[src/rtl/fpx_exc_pkg.sv]
package fpx_exc_pkg;

  localparam int unsigned FPX_NUM_CLS = 6;
  localparam int unsigned FPX_CLS_W   = $clog2(FPX_NUM_CLS);

  // Class codes; bit k of every per-class vector belongs to code k.
  typedef enum logic [FPX_CLS_W-1:0] {
    FPX_CLS_INVALID = 3'd0,
    FPX_CLS_DENORM  = 3'd1,
    FPX_CLS_ZDIV    = 3'd2,
    FPX_CLS_OVFL    = 3'd3,
    FPX_CLS_UNFL    = 3'd4,
    FPX_CLS_PREC    = 3'd5
  } fpx_cls_e;

endpackage

[src/rtl/fpx_exc_latch.sv]
module fpx_exc_latch #(
  parameter int unsigned NUM_CLS = fpx_exc_pkg::FPX_NUM_CLS,
  parameter int unsigned CLS_W   = fpx_exc_pkg::FPX_CLS_W
) (
  input  logic               clk,
  input  logic               rst_n,
  input  logic               raise_vld,
  input  logic [CLS_W-1:0]   raise_cls,
  input  logic               instr_start,
  output logic [NUM_CLS-1:0] latch_q
);

  logic [NUM_CLS-1:0] hit;
  logic [NUM_CLS-1:0] latch_d;
  logic               latch_en;

  // One decoder per class; codes beyond NUM_CLS-1 match nothing.
  for (genvar g = 0; g < NUM_CLS; g++) begin : g_dec
    assign hit[g] = raise_vld && (raise_cls == CLS_W'(g));
  end

  always_comb begin
    latch_en = instr_start || (|hit);
    latch_d  = (instr_start ? '0 : latch_q) | hit;
  end

  always_ff @(posedge clk or negedge rst_n) begin
    if (!rst_n) begin
      latch_q <= '0;
    end else if (latch_en) begin
      latch_q <= latch_d;
    end
  end

endmodule

[src/rtl/fpx_exc_status.sv]
module fpx_exc_status #(
  parameter int unsigned NUM_CLS = fpx_exc_pkg::FPX_NUM_CLS
) (
  input  logic               clk,
  input  logic               rst_n,
  input  logic               fold_en,
  input  logic               clr,
  input  logic [NUM_CLS-1:0] latch_in,
  output logic [NUM_CLS-1:0] sts_q
);

  logic [NUM_CLS-1:0] sts_d;
  logic               sts_en;

  always_comb begin
    sts_en = fold_en || clr;
    sts_d  = (clr ? '0 : sts_q) | (fold_en ? latch_in : '0);
  end

  always_ff @(posedge clk or negedge rst_n) begin
    if (!rst_n) begin
      sts_q <= '0;
    end else if (sts_en) begin
      sts_q <= sts_d;
    end
  end

endmodule

[src/rtl/fpx_exc_irq.sv]
module fpx_exc_irq #(
  parameter int unsigned NUM_CLS = fpx_exc_pkg::FPX_NUM_CLS
) (
  input  logic               clk,
  input  logic               rst_n,
  input  logic [NUM_CLS-1:0] latch_in,
  input  logic [NUM_CLS-1:0] mask_in,
  input  logic [NUM_CLS-1:0] sts_in,
  input  logic               ack,
  output logic               unm_pend,
  output logic               irq_req
);

  logic [NUM_CLS-1:0] pend_vec;
  logic [NUM_CLS-1:0] pend_q;
  logic               fire;
  logic               irq_d;
  logic               irq_en;

  always_comb begin
    pend_vec = latch_in & ~mask_in & ~sts_in;
    unm_pend = |pend_vec;
    fire     = |(pend_vec & ~pend_q);
    irq_en   = fire || ack;
    irq_d    = fire;
  end

  always_ff @(posedge clk or negedge rst_n) begin
    if (!rst_n) begin
      pend_q <= '0;
    end else begin
      pend_q <= pend_vec;
    end
  end

  always_ff @(posedge clk or negedge rst_n) begin
    if (!rst_n) begin
      irq_req <= 1'b0;
    end else if (irq_en) begin
      irq_req <= irq_d;
    end
  end

endmodule

[src/rtl/fpx_exc_unit.sv]
module fpx_exc_unit #(
  parameter int unsigned NUM_CLS = fpx_exc_pkg::FPX_NUM_CLS,
  localparam int unsigned CLS_W  = $clog2(NUM_CLS)
) (
  input  logic               clk,
  input  logic               rst_n,
  input  logic               raise_vld,
  input  logic [CLS_W-1:0]   raise_cls,
  input  logic               instr_start,
  input  logic               instr_end,
  input  logic [NUM_CLS-1:0] exc_mask,
  input  logic               sts_clr,
  input  logic               irq_ack,
  output logic [NUM_CLS-1:0] exc_latch,
  output logic [NUM_CLS-1:0] sts_flags,
  output logic               unm_pend,
  output logic               irq_req
);

  logic [1:0] rst_sync_q;
  logic       rst_core_n;

  // Assert asynchronously, release on the clock.
  always_ff @(posedge clk or negedge rst_n) begin
    if (!rst_n) begin
      rst_sync_q <= 2'b00;
    end else begin
      rst_sync_q <= {rst_sync_q[0], 1'b1};
    end
  end
  assign rst_core_n = rst_sync_q[1];

  fpx_exc_latch #(.NUM_CLS(NUM_CLS), .CLS_W(CLS_W)) i_latch (
    .clk         (clk),
    .rst_n       (rst_core_n),
    .raise_vld   (raise_vld),
    .raise_cls   (raise_cls),
    .instr_start (instr_start),
    .latch_q     (exc_latch)
  );

  fpx_exc_status #(.NUM_CLS(NUM_CLS)) i_status (
    .clk      (clk),
    .rst_n    (rst_core_n),
    .fold_en  (instr_end),
    .clr      (sts_clr),
    .latch_in (exc_latch),
    .sts_q    (sts_flags)
  );

  fpx_exc_irq #(.NUM_CLS(NUM_CLS)) i_irq (
    .clk      (clk),
    .rst_n    (rst_core_n),
    .latch_in (exc_latch),
    .mask_in  (exc_mask),
    .sts_in   (sts_flags),
    .ack      (irq_ack),
    .unm_pend (unm_pend),
    .irq_req  (irq_req)
  );

endmodule

[config.mk]
export PLATFORM = sky130hd
export DESIGN_NAME = fpx_exc_unit
export DESIGN_NICKNAME = d
export VERILOG_FILES = /design/src/rtl/fpx_exc_pkg.sv /design/src/rtl/fpx_exc_latch.sv /design/src/rtl/fpx_exc_status.sv /design/src/rtl/fpx_exc_irq.sv /design/src/rtl/fpx_exc_unit.sv
export SDC_FILE = /design/constraint.sdc
export NUM_CORES = 1
export LEC_CHECK = 0
export BUFFER_PORTS_ARGS = -buffer_cell sky130_fd_sc_hd__buf_2
export CAP_MARGIN = 40
export CORE_MARGIN = 4
export CORE_UTILIZATION = 50
export CTS_CLUSTER_DIAMETER = 50
export CTS_CLUSTER_SIZE = 8
export DETAILED_ROUTE_END_ITERATION = 10
export GPL_TIMING_DRIVEN = 0
export PLACE_DENSITY = 0.8
export REMOVE_ABC_BUFFERS = 1
export SYNTH_ARGS = -nofsm -noshare
export SYNTH_HDL_FRONTEND = slang
export SYNTH_SLANG_ARGS = --single-unit
export TNS_END_PERCENT = 5
[constraint.sdc]
create_clock -name clk -period 2.35 [get_ports clk]
set_input_delay 0.3525 -clock clk [delete_from_list [all_inputs] [get_ports clk]]
set_output_delay 0.3525 -clock clk [all_outputs]
set_load 0.01 [all_outputs]
* Word-level counts from Yosys, hierarchy flattened
Cells that the tools add are included. W data, S select, Z words.
Cells by class: equal/unequal tests 5, multiplexer cells 3, bitwise operators 8, reduce and logical (&&, ||, !) cells 13
Operator list (number):
- $and A6 B6 Y6 | 3
- $mux W6 | 3
- $not A6 Y6 | 3
- $reduce_or A6 Y1 | 3
- $or A6 B6 Y6 | 2
- $eq A3 B2 Y1 const B | 2
- $eq A3 B3 Y1 const B | 2
- $logic_and A1 B1 Y1 | 6
- $eq A3 B1 Y1 const B | 1
- $logic_not A3 Y1 | 1
- $logic_or A1 B1 Y1 | 3
Storage, ports and cells: register bits 21, input port bits 16, output and inout bits 14, word-level logic and storage cells 34

* Longest topological paths before layout
Gate-level depths: netlist of the first run.
depth after elaboration 6, gate-level depth with buffers 3, gate-level depth less buffers 3

* By module
From an unflattened synthesis of the first run, not the netlist that was laid out.
Unflattened totals: cell total of the unflattened synthesis 75, area total of the unflattened synthesis 855.8 µm²
By module, submodules not included:
- fpx_exc_irq | instances 1, cells an instance 25, area each 312.8 µm², sequential area each 175.2 µm²
- fpx_exc_latch | instances 1, cells an instance 23, area each 264.0 µm², sequential area each 150.1 µm²
- fpx_exc_status | instances 1, cells an instance 24, area each 225.2 µm², sequential area each 150.1 µm²
- fpx_exc_unit | instances 1, cells an instance 3, area each 53.8 µm², sequential area each 50.0 µm²

* Worst setup path after synthesis of the first run
OpenSTA, ideal clock, no wires.
kind register to output, start register i_latch.latch_q[2], end output unm_pend, arrival 0.956 ns, data required time 1.997 ns, setup slack 1.041 ns, cell stages (with the launch flop) 4, cell sequence dfrtp_1 -> nor3b_1 -> nor4_1 -> nand2_1
On the way: cells in the longest elaborated chain, start to end 3
RTL lines:
- from (decl) | line fpx_exc_latch.sv:10 | output logic [NUM_CLS-1:0] latch_q
- from (signal assigned) | line fpx_exc_latch.sv:31 | latch_q <= latch_d;
- $and A6 B6 Y6 (2 in series) | line fpx_exc_irq.sv:21 | pend_vec = latch_in & ~mask_in & ~sts_in;
- net i_irq.pend_vec[2] | line fpx_exc_irq.sv:14 | logic [NUM_CLS-1:0] pend_vec;
- $reduce_or A6 Y1 | line fpx_exc_irq.sv:22 | unm_pend = |pend_vec;
- to (decl) | line fpx_exc_unit.sv:16 | output logic unm_pend,
The timed path passes the listed nets, and every way through them passes these cells.

* Worst setup path in the final report of the first run
Ends and elaborated chain as after synthesis.

==> summary.md, run 1 <==
| Metric | Value |
|---|---|
| Status | `finished clean` |
| Least-Margin Pin Slew | `just over 0.7 ns` |
| Routability congestion estimate | `~0.74` |
| Xor and xnor area share after synthesis | `0%` |
| Number of nets with antenna violations after detailed routing | `0` |
| Leakage power | `~0.53 nW` |
| Detail-routed via count per cell | `between 5 and 6` |
| Switching Share | `between 20% and 30%` |
| Path type of the worst min-delay path | `input pin to flip-flop` |
| Wire length of the first global-routing pass | `roughly 2.7 mm` |
| Detailed placer's ending HPWL | `around 1.2 mm` |
| Main combinational cell family by area after synthesis | `simple AND/OR/NAND/NOR gates` |
| Overall overflow remaining after global route | `0` |
| Post-layout min period | `about 1.7 ns` |
| Post-route clock skew | `roughly 0.0053 ns` |
| Largest net degree at the start of global routing | `20` |
| Top library cells by usage in the layout, fill and taps aside | `29 x buf_2, 21 x dfrtp_1, 9 x inv_1, 7 x nand2_1, 6 x o21ai_0` |
| Buffers added on ports | `29` |
| 1st-pass router iterations | `4` |
| Met1 global-route usage | `~19%` |
| Vias in the first global route | `about 650` |
| Multiplexer area fraction after synthesis | `0%` |
| Std-Cell Rows | `14` |
| Max-Cap Viols | `0` |
| Area of combinational cells with multiple inputs | `282 µm²` |
| Synth Instances | `just under 70` |
| Number of unique standard cell types used by synthesis | `19` |
| Max Clock Freq | `around 0.57 GHz` |
| Seq. cell area | `~530 µm²` |
| Fin crit share | `about 74%` |
| Critical-path cell list | `nor3b_1 > nor4_1 > nand2_1 > buf_2` |
| Yosys synthesis warning count | `0` |
| Total clock buffers created by CTS | `3` |
| Initial antenna violation count | `0` |
| Crit start category | `flip-flop` |
| Area overhead of the layout relative to synthesis | `24.0%` |
| Cell chosen for the clock root | `clkbuf_4` |
| Peak supply drop | `about 0.00044 V` |
| Die width | `roughly 50 µm` |
| Number of nets in the finished design | `between 100 and 150` |
| Longest individual stage delay on the worst path | `about 0.44 ns` |
| Clock share of power | `24.9%` |
| GR peak layer | `met2` |
| Worst relative slew slack | `between 50% and 60%` |
| RSZ-0062 raised after global routing | `false` |
| Peak fanout along the critical path | `5` |
| Total wire length after detailed routing | `1.57 mm` |
| CTS sink count | `21` |
| Diode insertion count for antenna repair | `0` |
| Insertion delay of the later-clocked pin in the worst-skew pair | `just under 0.3 ns` |
| Global routing met2 resource utilization | `about 22%` |
| Y dimension of the die | `a little under 50 µm` |
| Post-Route Setup TNS | `0 ns` |
| Fraction of met3 tracks used by global routing | `around 3.4%` |
| Final Hold Violating Endpoints | `0` |
| Final Setup Violations | `0` |
| Combinational group share of total power | `13.3%` |
| Setup bufs post-CTS | `0` |
| Core Area | `1540 µm²` |
| Fraction of the yosys area taken by sequential cells | `about 63%` |
| Synth Area per Inst | `between 10 and 15 µm²` |
| Fin util | `~68%` |
| Most common library cell in the layout ignoring fill and taps | `buf_2` |
| TritonCTS clock tree | `built` |
| WP buf/inv | `1` |
| Pins Over Slew Limit | `0` |
| Number of top-level pins | `30` |
| Post-synthesis adder-cell area fraction | `0%` |
| Residual DRC count | `0` |
| Share of the synthesized area in compound gates (AO/OA/AOI/OAI) | `between 10% and 20%` |
| Die area | `about 2400 µm²` |
| Starting DRC count in detailed routing | `18` |
| Top Family by Delay on Critical Path | `simple AND/OR/NAND/NOR gates` |
| Placed Cells incl. Taps | `around 110` |
| Cell-internal power | `approximately 0.5 mW` |
| Portion of total power attributed to sequential cells | `between 60% and 70%` |
| H-Tree Depth | `1` |
| Routed WL per cell | `around 13 µm` |
| Cell at the slowest stage of the critical path | `dfrtp_1` |
| Register bit total from synthesis | `21` |
| Crit path DAT | `about 1.4 ns` |
| Required time reported for the critical path endpoint | `~2.0 ns` |
| Post-synth design cell area | `841 µm²` |
| Critical path class | `flip-flop to output port` |
| Total vias in the final route | `around 630` |
| Total track usage | `13.9%` |
| Simple-Gate Fraction of Synth Area | `between 20% and 30%` |
| Power density over the cells | `627 nW/µm²` |
| Reg clk slew, reported paths | `roughly 0.11 ns` |
| Initial cell density of the core | `54.5%` |
| Net load switching power | `~0.16 mW` |
| Endpoint class of the critical path | `output port` |
| Number of buffers on the longest clock path | `2` |
| Total chip power | `0.653 mW` |
| Non-filler cells in the finished layout | `119` |
| Share of cells above drive strength 1 | `between 30% and 40%` |
| Fillcell total | `126` |
-- power groups by stage --
| stage | registers (mW) | logic (mW) | clock network (mW) |
|---|---|---|---|
| 2_1_floorplan | 0.417 | 0.0351 | 0 |
| 3_3_place_gp | 0.411 | 0.0850 | 0 |
| 3_5_place_dp | 0.412 | 0.0871 | 0 |
| 5_1_grt | 0.410 | 0.0970 | 0.181 |
| 6_report | 0.404 | 0.0869 | 0.163 |
| 4_1_cts | 0.405 | 0.0886 | 0.169 |
-- worst register-to-register path: stages, from the launching register on --
cell and delay [ns]:
dfrtp_1 0.43, nor3b_4 0.18, a2111oi_2 0.36, nand4_1 0.11
-- sequential cells by signal, summed over array words and instances, names as in the netlist --
| register | count |
|---|---|
| i_irq.pend_q | 6 |
| i_latch.latch_q | 6 |
| i_status.sts_q | 6 |
| rst_sync_q | 2 |
| i_irq.irq_req | 1 |
-- worst paths after layout --
path / end / slack (ns) / depth (start not counted) / startpoint
max in group asynchronous: i_latch.latch_q[5] / 1.59 / 0 / rst_sync_q[1]
setup reg to reg: i_irq.irq_req / 1.15 / 3 / i_latch.latch_q[0]
hold reg to reg: i_irq.irq_req / 0.31 / 0 / rst_sync_q[1]
setup / recovery: unm_pend / 0.61 / 4 / i_latch.latch_q[2]
min in group asynchronous: i_irq.irq_req / 0.31 / 0 / rst_sync_q[1]
hold / removal: i_irq.pend_q[1] / 0.22 / 2 / exc_mask[1]
-- metrics by stage --
stage	worst slack (ns)	hold WS [ns]	cell area (µm²)
6_report	0.607	0.219	1040
5_1_grt	0.477	0.213	1040
4_1_cts	0.560	0.214	1040
3_5_place_dp	0.896	0.140	1010
3_3_place_gp	0.924	0.138	1010
2_1_floorplan	1.04	0.0569	841
-- cell families (layout without fill, tap and decap cells) --
group           Yosys count  after routing
buf+inv                   9             43
other cells               1              1
simple gates             25             25
compound gates           13             13
flops                    21             21
-- final cells by class --
class	count	share of cell area (%)
Sequential cell	21	50.4
Tap cell	16	1.92
Inverter	9	3.24
Clock buffer	4	2.52
Timing Repair Buffer	30	14.9
Multi-Input combinational cell	39	27.0
-- repair_timing --
action / CTS / global route
hold endpoints to repair: 2 / 0
resized for setup: 0 / 0
hold buffers: 1 / 0
-- Yosys cell counts --
cell / n / share of area, %
dfrtp_1: 21 / 62
inv_1: 9 / 4.0
nand2_1: 7 / 3.1
o21ai_0: 6 / 3.6
o2bb2ai_1: 4 / 4.2
nand2b_1: 3 / 2.2
nor3b_1: 3 / 2.7
nor3b_2: 3 / 4.5
nand3b_1: 2 / 1.8
nor4b_1: 2 / 2.1
a2111oi_2: 1 / 1.8
a22o_1: 1 / 1.0
a22o_2: 1 / 1.2
conb_1: 1 / 0.45
nand4_1: 1 / 0.74
nor2_1: 1 / 0.45
nor2b_1: 1 / 0.74
nor3b_4: 1 / 2.2
nor4_1: 1 / 0.74
-- metal layers --
| layer | vias to the layer above | share of wire [%] |
|---|---|---|
| li1 | 311 | - |
| met2 | 21 | 48 |
| met5 | - | 0 |
| met4 | 0 | 0.57 |
| met1 | 299 | 45 |
| met3 | 2 | 6.4 |
Power figures use the tool's default switching activity.
==> run 2: changes to the inputs <==
--- a/config.mk
+++ b/config.mk
@@ -5,15 +5,16 @@
 export SDC_FILE = /design/constraint.sdc
 export NUM_CORES = 1
 export LEC_CHECK = 0
+export ABC_AREA = 1
 export BUFFER_PORTS_ARGS = -buffer_cell sky130_fd_sc_hd__buf_2
 export CAP_MARGIN = 40
 export CORE_MARGIN = 4
-export CORE_UTILIZATION = 50
+export CORE_UTILIZATION = 47
 export CTS_CLUSTER_DIAMETER = 50
 export CTS_CLUSTER_SIZE = 8
 export DETAILED_ROUTE_END_ITERATION = 10
 export GPL_TIMING_DRIVEN = 0
-export PLACE_DENSITY = 0.8
+export PLACE_DENSITY = 0.75
 export REMOVE_ABC_BUFFERS = 1
 export SYNTH_ARGS = -nofsm -noshare
 export SYNTH_HDL_FRONTEND = slang
==> constraint.sdc (replaced) <==
create_clock -name clk -period 1.69 [get_ports clk]
set_input_delay 0.2535 -clock clk [delete_from_list [all_inputs] [get_ports clk]]
set_output_delay 0.2535 -clock clk [all_outputs]
set_load 0.01 [all_outputs]
==> run 2 against run 1 <==
  * Non-clock buffer count did not move
  * Synthesized cell count grew 45%
  * Clock power rose by 52%
  * Setup slack got worse by 0.46 ns
  * Die area rose by 9.9%
  * Combinational power rose by 59%
  * First-iteration DRC count fell by 100%
  * Synthesized area rose by 5.2%
  * Sequential power increased by 38%
  * Critical path type unchanged
  * Largest power group unchanged
  * Highest routed layer unchanged
==> summary.md, run 2 <==
| Metric | Value |
|---|---|
| Number of buffers on the longest clock path | `2 (unchanged)` |
| Share of cells above drive strength 1 | `31.3% (was 36.9%)` |
| Buffers added on ports | `29 (unchanged)` |
| Largest registers | `i_irq.pend_q: 6 flops, i_latch.latch_q: 6 flops, i_status.sts_q: 6 flops (unchanged)` |
| H-Tree Depth | `1 (unchanged)` |
| Synth Area per Inst | `8.85 µm² (was 12.2 µm²)` |
| CTS sink count | `21 (unchanged)` |
| Overall overflow remaining after global route | `0 (unchanged)` |
| Insertion delay of the later-clocked pin in the worst-skew pair | `0.31 ns (was 0.29 ns)` |
| Worst r2r path cells | `6 (was 3)` |
| Total vias in the final route | `718 (was 633)` |
| Minimum setup slack among reg-to-reg paths | `0.77 ns (was 1.15 ns)` |
| Total track usage | `15.5% (was 13.9%)` |
| Crit start category | `flip-flop (unchanged)` |
| Fraction of the yosys area taken by sequential cells | `59.4% (was 62.5%)` |
| Number of top-level pins | `30 (unchanged)` |
| RSZ-0062 raised after global routing | `false (unchanged)` |
| WP buf/inv | `2 (was 1)` |
| Routability congestion estimate | `0.758 (was 0.737)` |
| Y dimension of the die | `51.4 µm (was 49.0 µm)` |
| Peak fanout along the critical path | `3 (was 5)` |
| Post-Route Setup TNS | `0 ns (unchanged)` |
| Setup bufs post-CTS | `0 (unchanged)` |
| Number of nets with antenna violations after detailed routing | `0 (unchanged)` |
| Power density over the cells | `859 nW/µm² (was 627 nW/µm²)` |
| Async set or reset register ratio after synthesis | `100% (unchanged)` |
| Worst hold-check slack | `0.161 ns (was 0.219 ns)` |
| Terminating pin of the worst hold path | `i_latch.latch_q[4] (was i_irq.pend_q[1])` |
| Post-synth design cell area | `885 µm² (was 841 µm²)` |
| Most common library cell in the layout ignoring fill and taps | `inv_1 (was buf_2)` |
| Fraction of synthesized cell area taken by the top area cell type | `59.4% (was 62.5%)` |
| Peak supply drop | `0.000623 V (was 0.000439 V)` |
| Detail-routed via count per cell | `4.52 (was 5.32)` |
| Initial cell density of the core | `50.1% (was 54.5%)` |
| Yosys synthesis warning count | `0 (unchanged)` |
| Origin of the worst min-delay path | `raise_cls[0] (was exc_mask[1])` |
| Vias in the first global route | `723 (was 652)` |
| Residual DRC count | `0 (unchanged)` |
| Most common cell in the synthesized netlist | `inv_1 (was dfrtp_1)` |
| Top Family by Delay on Critical Path | `flip-flops (was simple AND/OR/NAND/NOR gates)` |
| Most area-consuming cells after synthesis | `dfrtp_1 59%, inv_1 13%, o22ai_1 5.7% (was dfrtp_1 63%, nor3b_2 4.5%, o2bb2ai_1 4.2%)` |
| Largest net degree at the start of global routing | `20 (unchanged)` |
| Critical-path cell list | `inv_1 > nor2_2 > nand2_1 > nand2_1 > nor2_1 > nand3_1 > buf_2 (was nor3b_1 > nor4_1 > nand2_1 > buf_2)` |
| Hold Path Stages | `2 (unchanged)` |
| Register bit total from synthesis | `21 (unchanged)` |
| Synth Instances | `100 (was 69)` |
| 1st-pass router iterations | `1 (was 4)` |
| Fin crit share | `approximately 91%` |
| Status | `finished clean (unchanged)` |
| Std-Cell Rows | `15 (was 14)` |
| Post-route clock skew | `0.00375 ns (was 0.00532 ns)` |
| Required time reported for the critical path endpoint | `1.44 ns (was 2.00 ns)` |
| Post-layout min period | `about 1.5 ns` |
| Number of unique standard cell types used by synthesis | `12 (was 19)` |
| Longest individual stage delay on the worst path | `0.39 ns (was 0.44 ns)` |
| EDFF count, synth | `0 (unchanged)` |
| Pins Over Slew Limit | `0 (unchanged)` |
| Post-CTS Hold Fix Bufs | `1 (unchanged)` |
| Cell at the slowest stage of the critical path | `dfrtp_1 (unchanged)` |
| Area overhead of the layout relative to synthesis | `24.2% (was 24.0%)` |
| Endpoint class of the critical path | `output port (unchanged)` |
| Final Setup Violations | `0 (unchanged)` |
| Number of nets in the finished design | `151 (was 120)` |
| Total clock buffers created by CTS | `3 (unchanged)` |
| Diode insertion count for antenna repair | `0 (unchanged)` |
| Post-synth top cells | `30 x inv_1, 21 x dfrtp_1, 10 x nand2_1 (was 21 x dfrtp_1, 9 x inv_1, 7 x nand2_1)` |
| Total chip power | `0.943 mW (was 0.653 mW)` |
| Commonest register cell after synthesis | `dfrtp_1 (unchanged)` |
| Reg clk slew, reported paths | `0.11 ns (about the same)` |
| Top library cells by usage in the layout, fill and taps aside | `30 x inv_1, 29 x buf_2, 21 x dfrtp_1, 10 x nand2_1 (was 29 x buf_2, 21 x dfrtp_1, 9 x inv_1, 7 x nand2_1, 6 x o21ai_0)` |
| Leakage power | `0.665 nW (was 0.526 nW)` |
| Max Clock Freq | `~0.65 GHz` |
| Critical path class | `flip-flop to output port (unchanged)` |
| TritonCTS clock tree | `built (unchanged)` |
| Core Area | `1760 µm² (was 1540 µm²)` |
| Path type of the worst min-delay path | `input pin to flip-flop (unchanged)` |
| Crit path DAT | `1.29 ns (was 1.39 ns)` |
| R2r startpoint | `i_latch.latch_q[3] (was i_latch.latch_q[0])` |
| Worst relative slew slack | `48.6% (was 51.9%)` |
| Final Hold Violating Endpoints | `0 (unchanged)` |
| Detailed placer's ending HPWL | `1.39 mm (was 1.23 mm)` |
| Initial antenna violation count | `0 (unchanged)` |
| Least-Margin Pin Slew | `0.772 ns (was 0.721 ns)` |
| Cell chosen for the clock root | `clkbuf_4 (unchanged)` |
| Fin util | `62.3% (was 67.6%)` |
| Wire length of the first global-routing pass | `3.01 mm (was 2.70 mm)` |
| Die width | `51.4 µm (was 49.0 µm)` |
| Max-Cap Viols | `0 (unchanged)` |
| Resize count post-CTS | `0 (unchanged)` |
| Total wire length after detailed routing | `1.73 mm (was 1.57 mm)` |
| Fillcell total | `191 (was 126)` |
| Yosys top cell by area | `dfrtp_1 (unchanged)` |
| Routed WL per cell | `10.9 µm (was 13.2 µm)` |
| Starting DRC count in detailed routing | `0 (was 18)` |
| Minimum setup slack in the final design | `0.147 ns (was 0.607 ns)` |
| Die area | `2640 µm² (was 2400 µm²)` |
| Minimum setup slack after placement | `0.492 ns (was 0.896 ns)` |
| Worst flop-to-flop path endpoint | `i_irq.irq_req (unchanged)` |
| Most frequent cell on the critical path | `nand2_1` |
run 2: cell type report:
cell class	instances	area (µm²)	area share, %
clock buffers	3	22.5	2.05
flip-flops and latches	21	526	47.8
well taps	25	31.3	2.85
inverters	33	124	11.3
multi-input cells	46	235	21.4
clock inverters	1	5.00	0.456
repair buffers	30	155	14.1
run 2: per-layer routing:
| metal | routed length, µm | global-route usage (%) | vias up | part of all wire, % |
|---|---|---|---|---|
| met5 | 0 | 0 | - | 0 |
| met4 | 42 | 9.17 | 0 | 2.4 |
| met3 | 84 | 2.92 | 5 | 4.8 |
| met2 | 863 | 25.4 | 18 | 50 |
| met1 | 742 | 18.8 | 321 | 43 |
| li1 | - | - | 374 | - |
run 2: per-stage QoR:
stage          instance area (µm²)  instances
6_report                      1100        159
5_1_grt                       1100        159
4_1_cts                       1100        159
3_5_place_dp                  1060        154
3_3_place_gp                  1060        154
2_1_floorplan                  885        100
run 2: cell families after synthesis:
group	Yosys count	synth area share (%)
compound gates	12	7.92
buf+inv	33	14.0
flops	21	59.4
other cells	1	0.424
simple gates	33	18.2
run 2: worst max-delay path by stage:
stage / from / slack [ns] / cells past startpoint / end
2_1_floorplan: i_latch.latch_q[1] / 0.61 / 6 / unm_pend
3_3_place_gp: i_latch.latch_q[1] / 0.49 / 7 / unm_pend
3_5_place_dp: i_latch.latch_q[1] / 0.49 / 7 / unm_pend
4_1_cts: i_latch.latch_q[1] / 0.14 / 7 / unm_pend
5_1_grt: i_latch.latch_q[1] / 0.002 / 7 / unm_pend
6_report: i_latch.latch_q[1] / 0.15 / 7 / unm_pend
run 2: worst reg2reg max path: cells and delay by family (launching register included):
family | cells | cell delay [ns]
flip-flops | 1 | 0.41
AND/OR/NAND/NOR | 5 | 0.32
buffers and inverters | 1 | 0.10
run 2: power breakdown:
group          switching [mW]  internal, mW  leakage (nW)
combinational          0.0793        0.0582         0.367
clock                   0.158        0.0886        0.0177
sequential             0.0255         0.533         0.280
total                   0.263         0.680         0.665
